<file path="src/rtl/spi_p0_pkg.sv">
package spi_p0_pkg;
    typedef enum logic [1:0] {
        ST_IDLE = 2'd0,
        ST_RUN  = 2'd1,
        ST_TAIL = 2'd2
    } spi_st_e;

    typedef struct packed {
        logic pol;
        logic lsb;
        logic wide;
    } spi_cfg_t;
endpackage

</file>
<file path="src/rtl/spi_p0_div.sv">
module spi_p0_div #(
    parameter int DIV_W = 8
) (
    input  logic             clk,
    input  logic             rst_n,
    input  logic             run,
    input  logic [DIV_W-1:0] half,
    output logic             tick
);
    logic [DIV_W-1:0] cnt_d, cnt_q;
    logic [DIV_W-1:0] limit;

    always_comb begin
        limit = (half == '0) ? '0 : half - 1'b1;
        tick  = run && (cnt_q == limit);
        cnt_d = cnt_q;
        if (!run || tick) cnt_d = '0;
        else              cnt_d = cnt_q + 1'b1;
    end

    always_ff @(posedge clk or negedge rst_n) begin
        if (!rst_n) cnt_q <= '0;
        else        cnt_q <= cnt_d;
    end
endmodule

</file>
<file path="src/rtl/spi_p0_shift.sv">
module spi_p0_shift #(
    parameter int DATA_W = 16
) (
    input  logic [DATA_W-1:0] cur,
    input  logic              sin,
    input  logic              lsb,
    input  logic              wide,
    output logic [DATA_W-1:0] nxt,
    output logic [DATA_W-1:0] word,
    output logic              out_cur,
    output logic              out_nxt
);
    localparam int NARROW_W = DATA_W / 2;

    function automatic logic pick(input logic [DATA_W-1:0] v, input logic l, input logic w);
        if (l)      return v[0];
        else if (w) return v[DATA_W-1];
        else        return v[NARROW_W-1];
    endfunction

    always_comb begin
        if (lsb) begin
            nxt = cur >> 1;
            if (wide) nxt[DATA_W-1]   = sin;
            else      nxt[NARROW_W-1] = sin;
        end else begin
            nxt = {cur[DATA_W-2:0], sin};
        end
        word    = wide ? nxt : {{(DATA_W-NARROW_W){1'b0}}, nxt[NARROW_W-1:0]};
        out_cur = pick(cur, lsb, wide);
        out_nxt = pick(nxt, lsb, wide);
    end
endmodule

</file>
<file path="src/rtl/spi_p0_master.sv">
module spi_p0_master
    import spi_p0_pkg::*;
#(
    parameter int DATA_W = 16,
    parameter int DIV_W  = 8
) (
    input  logic              clk,
    input  logic              rst_n,
    input  logic              cpol,
    input  logic              lsb_first,
    input  logic              wide,
    input  logic [DIV_W-1:0]  div_half,
    input  logic              wr_en,
    input  logic [DATA_W-1:0] wr_data,
    input  logic              rd_en,
    output logic [DATA_W-1:0] rd_data,
    output logic              done_flag,
    output logic              busy,
    output logic              sck,
    output logic              ss_n,
    output logic              mosi,
    input  logic              miso
);
    localparam int NARROW_W = DATA_W / 2;
    localparam int EDGE_W   = $clog2(2 * DATA_W + 1);
    localparam logic [EDGE_W-1:0] LAST_WIDE   = EDGE_W'(2 * DATA_W);
    localparam logic [EDGE_W-1:0] LAST_NARROW = EDGE_W'(2 * NARROW_W);

    typedef struct packed {
        spi_st_e           st;
        spi_cfg_t          cfg;
        logic [DIV_W-1:0]  half;
        logic [DATA_W-1:0] shreg;
        logic              samp;
        logic [EDGE_W-1:0] edges;
        logic [DATA_W-1:0] rd;
        logic              flag;
        logic              sck;
        logic              ss_n;
        logic              mosi;
    } eng_t;

    eng_t d, q;

    logic              tick;
    logic [DATA_W-1:0] sh_cur, sh_nxt, sh_word;
    logic              sh_lsb, sh_wide, sh_out_cur, sh_out_nxt;
    logic [EDGE_W-1:0] edges_inc;
    logic              set_flag;

    spi_p0_div #(.DIV_W(DIV_W)) u_div (
        .clk  (clk),
        .rst_n(rst_n),
        .run  (q.st != ST_IDLE),
        .half (q.half),
        .tick (tick)
    );

    assign sh_cur  = (q.st == ST_IDLE) ? wr_data   : q.shreg;
    assign sh_lsb  = (q.st == ST_IDLE) ? lsb_first : q.cfg.lsb;
    assign sh_wide = (q.st == ST_IDLE) ? wide      : q.cfg.wide;

    spi_p0_shift #(.DATA_W(DATA_W)) u_shift (
        .cur    (sh_cur),
        .sin    (q.samp),
        .lsb    (sh_lsb),
        .wide   (sh_wide),
        .nxt    (sh_nxt),
        .word   (sh_word),
        .out_cur(sh_out_cur),
        .out_nxt(sh_out_nxt)
    );

    assign edges_inc = q.edges + 1'b1;

    always_comb begin
        d        = q;
        set_flag = 1'b0;
        unique case (q.st)
            ST_IDLE: begin
                d.sck = cpol;
                if (wr_en) begin
                    d.st    = ST_RUN;
                    d.cfg   = '{pol: cpol, lsb: lsb_first, wide: wide};
                    d.half  = div_half;
                    d.shreg = wr_data;
                    d.mosi  = sh_out_cur;
                    d.edges = '0;
                    d.ss_n  = 1'b0;
                end
            end
            ST_RUN: begin
                if (tick) begin
                    d.edges = edges_inc;
                    d.sck   = ~q.sck;
                    if (!q.edges[0]) begin
                        d.samp = miso;
                    end else begin
                        d.shreg = sh_nxt;
                        d.mosi  = sh_out_nxt;
                        if (edges_inc == (q.cfg.wide ? LAST_WIDE : LAST_NARROW)) begin
                            d.rd     = sh_word;
                            d.st     = ST_TAIL;
                            set_flag = 1'b1;
                        end
                    end
                end
            end
            ST_TAIL: begin
                if (tick) begin
                    d.ss_n = 1'b1;
                    d.st   = ST_IDLE;
                end
            end
            default: d.st = ST_IDLE;
        endcase
        if (set_flag)   d.flag = 1'b1;
        else if (rd_en) d.flag = 1'b0;
    end

    always_ff @(posedge clk or negedge rst_n) begin
        if (!rst_n) begin
            q      <= '0;
            q.st   <= ST_IDLE;
            q.ss_n <= 1'b1;
        end else begin
            q <= d;
        end
    end

    assign rd_data   = q.rd;
    assign done_flag = q.flag;
    assign busy      = (q.st != ST_IDLE);
    assign sck       = q.sck;
    assign ss_n      = q.ss_n;
    assign mosi      = q.mosi;
endmodule

</file>
<file path="config.mk">
export PLATFORM = sky130hd
export DESIGN_NAME = spi_p0_master
export DESIGN_NICKNAME = d
export VERILOG_FILES = /design/src/rtl/spi_p0_pkg.sv /design/src/rtl/spi_p0_div.sv /design/src/rtl/spi_p0_shift.sv /design/src/rtl/spi_p0_master.sv
export SDC_FILE = /design/constraint.sdc
export NUM_CORES = 1
export LEC_CHECK = 0
export CAP_MARGIN = 25
export CORE_MARGIN = 8
export CORE_UTILIZATION = 30
export CTS_CLUSTER_SIZE = 8
export DETAILED_ROUTE_END_ITERATION = 10
export PLACE_DENSITY = 0.52
export SLEW_MARGIN = 20
export SYNTH_ARGS = -nofsm -noshare
export SYNTH_HDL_FRONTEND = slang
export SYNTH_HIERARCHICAL = 1
export SYNTH_SLANG_ARGS = --single-unit
</file>
<file path="constraint.sdc">
create_clock -name clk -period 7.85 [get_ports clk]
set_clock_uncertainty 0.15 [all_clocks]
set_input_delay 0.785 -clock clk [delete_from_list [all_inputs] [get_ports clk]]
set_output_delay 0.785 -clock clk [all_outputs]
set_load 0.005 [all_outputs]
</file>
== Word-level counts from Yosys, hierarchy flattened ==
Index checks and enable logic that the tools add are counted.

* Flip-flop bits (word level): 64
* Bits of input ports: 32
* Output and inout port bits: 21

* Bitwise logic cells: 2
* Reductions and logical operators: 17
* Equality and inequality tests: 9
* Add/subtract/negate cells: 3
* Multiplexer cells: 42

{| class="wikitable"
|+ Operators by type and width
! cell !! number
|-
| $mux W16 || 6
|-
| $mux W39 || 1
|-
| $pmux W16 S2 || 1
|-
| $mux W29 || 1
|-
| $mux W1 || 19
|-
| $mux W8 || 2
|-
| $mux W6 || 2
|-
| $pmux W6 S2 || 1
|-
| $mux W2 || 5
|-
| $ne A2 B2 Y1 const B || 5
|-
| $reduce_and A3 Y1 || 3
|-
| $add A8 B1 Y8 const B || 1
|-
| $eq A8 B8 Y1 || 1
|-
| $logic_not A8 Y1 || 1
|-
| $reduce_and A4 Y1 || 2
|-
| $reduce_bool A2 Y1 || 4
|-
| $sub A8 B1 Y8 const B || 1
|-
| $add A6 B1 Y6 const B || 1
|-
| $eq A6 B6 Y1 || 1
|-
| $pmux W1 S2 || 3
|-
| $pmux W2 S3 || 1
|-
| $reduce_and A5 Y1 || 1
|-
| $reduce_and A2 Y1 || 2
|-
| $eq A2 B1 Y1 const B || 1
|-
| other kinds (6) || 7
|}

== Longest topological paths before layout ==
Gate-level depths: netlist of the first run.

* Word-level depth: 9
* Depth in mapped cells: 14

== By module ==
Netlist of the first run, hierarchy kept.

{| class="wikitable"
|+ By module, submodules not included
! module !! area an instance (um^2) !! sequential area each (um^2) !! times used !! cells each
|-
| spi_p0_master || 2802.7 || 1377.6 || 1 || 248
|-
| spi_p0_div || 815.8 || 200.2 || 1 || 98
|-
| spi_p0_shift || 397.9 || 0.0 || 1 || 47
|}

== Worst setup path before layout of the first run ==
Ideal clock, no wire load.

* Kind: register to register
* Start point: reg q[43] (netlist bit)
* End point: reg q (netlist bit rd_data[10])
* Stages on the path, launching flop included: 14
* Path slack: 4269 ps
* Period minus slack after synthesis: 3581 ps
* Data arrival time: 3306 ps
* Library setup time: 125 ps
* Path buffers: 2
* Required time: 7575 ps
* Cells stage by stage: dfrtp_1 inv_1 ha_1 buf_2 nor3b_1 nand2_1 a311o_2 a2111oi_4 and2_1 nand2_1 nor2_1 nand3_4 buf_6 mux2_4

* Cells in the longest elaborated chain, start to end: 5
* Elaborated cells between the ends (all ways): 6
* Those cells by class: add/sub: 1; eq/ne: 1; mux: 1; reduce/logical: 3

{| class="wikitable"
|+ RTL lines
! element !! RTL line !! source
|-
| start, declared || spi_p0_master.sv:43 || <nowiki>eng_t d, q;</nowiki>
|-
| $sub A8 B1 Y8 / $logic_not A8 Y1 (equally long branches) || spi_p0_div.sv:14 || <nowiki>limit = (half == '0) ? '0 : half - 1'b1;</nowiki>
|-
| $mux W8 * || spi_p0_div.sv:14 ||
|-
| $eq A8 B8 Y1 * || spi_p0_div.sv:15 || <nowiki>tick = run && (cnt_q == limit);</nowiki>
|-
| $logic_and A1 B1 Y1 * || spi_p0_div.sv:15 ||
|-
| named net tick || spi_p0_master.sv:45 || <nowiki>logic tick;</nowiki>
|-
| $reduce_and A4 Y1 (no source line) * || - ||
|}

Mark *: on every way through the listed nets, which the timed path passes. The rest lies on a longest branch.
A chain may end at the register's enable or synchronous reset.

== Worst setup path after layout of the first run ==
* Start point: reg q[43] (netlist bit)
* End point: reg q (netlist bit rd_data[12])

The elaborated chain is that of the path after synthesis.

==> results of run 1 <==
## critical path: stages, from the launching register on
cell and delay [ps]:
dfrtp_1 420, inv_1 100, ha_1 360, nor3b_1 390, nand2_1 150, a311o_2 380
a2111oi_4 600, and2_1 320, nand2_1 120, nor2_1 100, buf_4 280, nand3_4 340
mux2_4 400
## metal layers
metal	part of all wire [%]	up-vias	global-route usage [%]
met2	47	66	17.6
met4	1.0	0	3.70
met5	0	-	0
li1	-	1428	-
met1	47	1441	14.2
met3	5.1	8	3.85
## power breakdown
group / switching (mW) / internal, mW
combinational: 0.192 / 0.213
sequential: 0.0940 / 0.410
clock: 0.143 / 0.263
total: 0.429 / 0.885
## synthesized netlist by cell type (3+ instances only)
master / instances
o21ai_0: 18
inv_1: 10
mux2_2: 46
nor3b_1: 5
a22oi_1: 16
clkbuf_1: 10
a21oi_1: 27
nor2_1: 37
xnor2_1: 7
dfrtp_1: 62
ha_1: 4
buf_6: 4
and2_4: 3
xor2_1: 6
nand3_1: 9
mux2i_1: 5
nand2_1: 18
buf_4: 24
nor3_1: 4
mux2_4: 12
nand2b_1: 3
a31oi_1: 4
and2_1: 8
buf_2: 5
## metrics by stage
| step | area (um2) | total power, mW | utilization (%) | instances |
|---|---|---|---|---|
| CTS | 4790 | 1.33 | 36.4 | 596 |
| finish | 4790 | 1.31 | 36.4 | 596 |
| floorplan | 4020 | 0.830 | - | 393 |
| global route | 4790 | 1.40 | 36.4 | 596 |
| detailed placement | 4480 | 0.914 | 34.1 | 580 |
| global placement | 4480 | 0.909 | 34.1 | 580 |
## how the worst min path moves through the flow
stage / to
after floorplan: q[46]$_DFFE_PN0P_
after global placement: q[52]$_DFFE_PN0P_
after detailed placement: q[52]$_DFFE_PN0P_
after CTS: q[52]$_DFFE_PN0P_
after global routing: rd_data[2]$_DFFE_PN0P_
final: q[52]$_DFFE_PN0P_
## state kept, by name, summed over array words and instances (netlist names)
name         count
mosi             1
sck              1
rd_data         16
q               35
done_flag        1
u_div/cnt_q      8
ss_n             1
## logic make-up (layout without fill, tap and decap cells)
group | count (synthesis) | after routing
and+or+nand+nor | 109 | 109
AOI/OAI and AO/OA | 85 | 85
muxes | 63 | 63
DFF | 63 | 63
buffers and inverters | 56 | 83
xor gates and xnor gates | 13 | 13
adders and majority gates | 4 | 4
## area by class of cell
| type | instances | area, um2 | area share, % |
|---|---|---|---|
| Inverter | 10 | 37.5 | 0.784 |
| Tap cell | 176 | 220 | 4.60 |
| Clock inverter | 3 | 42.5 | 0.889 |
| Multi-Input combinational cell | 274 | 2090 | 43.8 |
| Clock buffer | 13 | 260 | 5.44 |
| Timing Repair Buffer | 57 | 553 | 11.6 |
| Sequential cell | 63 | 1580 | 33.0 |
==> out/metrics.yaml, run 1 <==
clock_tree:
  postCtsHoldBufs: 0
  numCtsBuffers: 9
  clk_latency_ps: 330
  cts-htree-levels: 3
  clk_root_buffer_cell: "clkbuf_16"
  clock-sinks: 63
  cts_tree: "done"
  clk_pin_slew_ps: 50
  cts_resized: 0
  clk_path_buf_depth: 2
  post-cts-setup-buffer-count: 0
synthesis:
  ys_ff_latch: 63
  synth.avg_cell_area_um2: 10.2
  synth_flop_cell: "dfrtp_1"
  syn_inst: 393
  yosys.area_share.xor_xnor_pct: 2.83
  synth-edff-count: 0
  yosys_warnings: 6
  synth_area_um2: 4020
  synth_compound_area_share_pct: 14.5
  synth_top_cells_by_area: "dfrtp_1 39%, mux2_2 13%, buf_4 4.5%, mux2_4 4.5%, nor2_1 3.5%"
  yosys.area.top_type: "dfrtp_1"
  synth_top_family_by_area: "multiplexers"
  synth.top_cell.area_share_pct: 38.6
  synthArstFlopShare_pct: 100
  synthSimpleGateAreaFrac_pct: 14.9
  yosysSeqAreaShare_pct: 39.3
  synthMuxAreaShare_pct: 18.6
  synthAdderAreaFrac_pct: 1.25
  synth_cell_types: 61
  syn-num-nets: 429
route:
  drt_iter0_drc: 222
  routedWlPerCell_um: 16.0
  final_antenna_net_count: 0
  drt_wl_total_um: 9510
  vias_per_cell: 4.94
  drc: 0
  route.vias.total: 2943
  dr.pass1.iters: 4
critical_path:
  path_class: "reg2reg"
  regToRegStartpoint: "q[43]$_DFFE_PN0P_"
  worst_ep_arrival_time_ps: 4290
  crit_start: "q[43]$_DFFE_PN0P_"
  startpoint_type: "register"
  critPathCapture: "rd_data[12]$_DFFE_PN0P_"
  reg2reg_slack_ps: 3620
  crit_fanout: 22
  cp.required_ps: 7910
  r2r_cells: 12
  end_kind: "register"
  reg2reg_to: "rd_data[12]$_DFFE_PN0P_"
timing:
  worst_slack_ps: 3620
  whs_ps: 355
  finalSetupViolations: 0
  hold_viol_final: 0
  final_max_slew_viol_count: 0
  finalCriticalPeriod_ps: 4230
  maxSlewHeadroom_pct: 44.5
  period_share_pct: 53.9
  worst_slew_pin_slew_ps: 832
  final.setup.tns_ps: 0
  rsz0062_at_grt: "no"
  max_clock_freq_ghz: 0.236
place:
  post-place-ws_ps: 3640
  port_buffers: 52
  hpwl_um: 6660
  gp_congestion: 0.819
global_route:
  gr-total-overflow: 0
  grt_antenna_before_repair: 0
  grt_max_degree: 64
  track_usage_pct: 11.3
  first_global_vias: 3040
  grt_pass1_wl_um: 16000
run_status:
  status: "finished clean"
final_layout:
  final_common_cell: "dfrtp_1"
  layout-area-overhead-vs-synth_pct: 19.2
  diodes: 0
  fillers: 1333
  drive_gt1_share_pct: 23.1
  layout_common_cells: "62 x dfrtp_1, 51 x clkdlybuf4s50_1, 46 x mux2_2, 37 x nor2_1, 26 x a21oi_1"
  layout.nets: 451
hold_path:
  hold_class: "reg2reg"
  hp-start: "q[52]$_DFFE_PN0P_"
  holdPathStages: 1
run:
  cap_violations: 0
floorplanning:
  start_util_pct: 30.6
  die_w_um: 132
  fp.dieArea_um2: 17300
  ios: 53
  fp.dieH_um: 132
  row_count: 42
  core_um2: 13100
power:
  ir_drop_v: 0.000106
  p_leak_nw: 1.94
  p_per_area_nw_per_um2: 275
No activity file was read; power rests on OpenSTA's default activity.
==> inputs of run 2 (changes only) <==
==> constraint.sdc (replaced) <==
create_clock -name clk -period 4.3 [get_ports clk]
set_clock_uncertainty 0.15 [all_clocks]
set_input_delay 0.43 -clock clk [delete_from_list [all_inputs] [get_ports clk]]
set_output_delay 0.43 -clock clk [all_outputs]
set_load 0.005 [all_outputs]
==> out/metrics.yaml, run 2 (synthesis gave the netlist of run 1 again) <==
clock_tree:
  numCtsBuffers: 9  # unchanged
  clk_latency_ps: 330  # about the same
  clk_pin_slew_ps: 50  # about the same
  cts_resized: 0  # unchanged
  cts-htree-levels: 3  # unchanged
  clk_path_buf_depth: 2  # unchanged
  clk_root_buffer_cell: "clkbuf_16"
  clock-sinks: 63  # unchanged
  cts_tree: "done"
final_layout:
  largest_reg_flops: 35  # unchanged
  final_util_pct: 36.9  # +0.51 points
  fillers: 1355  # +1.7%
  diodes: 0  # unchanged
  layout_common_cells: "62 x dfrtp_1, 51 x clkdlybuf4s50_1, 46 x mux2_2, 37 x nor2_1, 26 x a21oi_1"
  regMostFlops: "q"
  layout.nets: 454  # +0.67%
  drive_gt1_share_pct: 23.9  # +0.78 points
  fin_area_um2: 4850  # +1.4%
  final_common_cell: "dfrtp_1"
  layout-area-overhead-vs-synth_pct: 20.8
route:
  drt_wl_total_um: 9790  # +2.9%
  wl_met3_um: 530  # +8.8%
  routedWlPerCell_um: 16.3  # +2.4%
  final_antenna_net_count: 0  # unchanged
  wl_met2_um: 4460  # -0.20%
  vias_per_cell: 4.99  # +1.0%
  drc: 0  # unchanged
  route.vias.total: 2988  # +1.5%
  dr.pass1.iters: 5  # +1
  drt_iter0_drc: 201  # -9.5%
  top_layer: "met4"
  wl_met1_um: 4620  # +3.4%
timing:
  maxSlewHeadroom_pct: 50.9  # +6.4 points
  period_share_pct: 90.5  # +37 points
  finalSetupViolations: 0  # unchanged
  worst_slack_ps: 407  # -3210 ps
  final_max_slew_viol_count: 0  # unchanged
  rsz0062_at_grt: "no"
  hold_viol_final: 0  # unchanged
  final.setup.tns_ps: 0  # unchanged
  worst_slew_pin_slew_ps: 737  # -95.4 ps
  max_clock_freq_ghz: 0.257  # +8.7%
  finalCriticalPeriod_ps: 3890  # -339 ps
critical_path:
  worst_ep_arrival_time_ps: 3940  # -350 ps
  startpoint_type: "register"
  cp.required_ps: 4350  # -3560 ps
  end_kind: "register"
  crit_fanout: 10  # -55%
  path_class: "reg2reg"
global_route:
  grt_antenna_before_repair: 0  # unchanged
  first_global_vias: 3017  # -0.76%
  gr-total-overflow: 0  # unchanged
  grt_max_degree: 35  # -45%
  grt_pass1_wl_um: 16100  # +0.35%
  track_usage_pct: 11.4  # +0.12 points
power:
  swShare_pct: 31.4  # -1.2 points
  p_comb_share_pct: 30.2  # -0.6 points
  p_per_area_nw_per_um2: 508  # +85%
  p_switching_mw: 0.775  # +81%
  ir_drop_v: 0.000299  # +180%
  pwr-share-clk_pct: 32.8  # +1.9 points
  power.total_mw: 2.47  # +88%
  seqPwrFrac_pct: 37.1  # -1.2 points
  internal_power_mw: 1.69  # +91%
  p_leak_nw: 1.98  # +2.1%
floorplanning:
  core_um2: 13100  # unchanged
  start_util_pct: 30.6  # unchanged
  ios: 53  # unchanged
  fp.dieH_um: 132  # unchanged
  fp.dieArea_um2: 17300  # unchanged
  die_w_um: 132  # unchanged
  row_count: 42  # unchanged
run:
  cap_violations: 0  # unchanged
place:
  dpl_cell_area_um2: 4500  # +0.33%
  hpwl_um: 6810  # +2.3%
  post-place-ws_ps: 343  # -3300 ps
  gp_congestion: 0.816  # -0.45%
  port_buffers: 52  # unchanged
hold_path:
  hold_class: "in2async"
run_status:
  status: "finished clean"
run 2: per-layer routing:
metal	track usage (%)	vias up
met3	4.08	16
met4	4.02	0
met1	14.8	1461
met2	17.0	80
met5	0	-
li1	-	1431
run 2: layout make-up:
cell class                      instances  area [um2]  area share [%]
Multi-Input combinational cell        274        2090            43.2
Sequential cell                        63        1580            32.5
Timing Repair Buffer                   60         588            12.1
Clock buffer                           13         270            5.57
Tap cell                              176         220            4.54
Clock inverter                          3        65.1            1.34
Inverter                               10        37.5           0.773
run 2: power by group through the flow:
| stage | clock network (mW) | logic [mW] | registers, mW |
|---|---|---|---|
| 2_1_floorplan | 0 | 0.657 | 0.858 |
| 3_3_place_gp | 0 | 0.733 | 0.916 |
| 3_5_place_dp | 0 | 0.742 | 0.923 |
| 4_1_cts | 0.834 | 0.747 | 0.915 |
| 5_1_grt | 0.855 | 0.834 | 0.943 |
| 6_report | 0.808 | 0.744 | 0.915 |
run 2: worst paths after layout:
| kind | to | cells past startpoint | slack, ps | start |
|---|---|---|---|---|
| worst max-delay path | q[22]$_DFFE_PN0P_ | 14 | 410 | q[43]$_DFFE_PN0P_ |
| worst min-delay path | q[47]$_DFFE_PN0P_ | 1 | 10 | rst_n |
| worst max register to register | q[22]$_DFFE_PN0P_ | 14 | 410 | q[43]$_DFFE_PN0P_ |
| worst min register to register | q[52]$_DFFE_PN0P_ | 1 | 350 | q[52]$_DFFE_PN0P_ |
| max in group asynchronous | q[34]$_DFFE_PN0P_ | 2 | 3060 | rst_n |
| min in group clk | q[52]$_DFFE_PN0P_ | 1 | 350 | q[52]$_DFFE_PN0P_ |
run 2: metrics by stage:
| step | std cells | hold slack [ps] |
|---|---|---|
| 5_1_grt | 599 | 66.0 |
| 3_5_place_dp | 582 | 342 |
| 4_1_cts | 598 | 32.3 |
| 2_1_floorplan | 393 | -15.6 |
| 3_3_place_gp | 582 | 338 |
| 6_report | 599 | 14.9 |
run 2: repair_timing:
item	4_1_cts	5_1_grt
endpoints found under the setup margin	0	15
hold buffers	0	0
buffers inserted	0	1
run 2: critical path, stage by stage, from the launching register on:
cell and delay, ps:
dfrtp_1 420, inv_1 100, ha_1 360, nor3b_1 430, nand2_1 160, a311o_2 370
a2111oi_4 340, buf_4 210, and2_1 240, nand2_1 120, nor2_1 250, buf_4 200
nor2_1 110, o21ai_0 200, o21ai_0 100
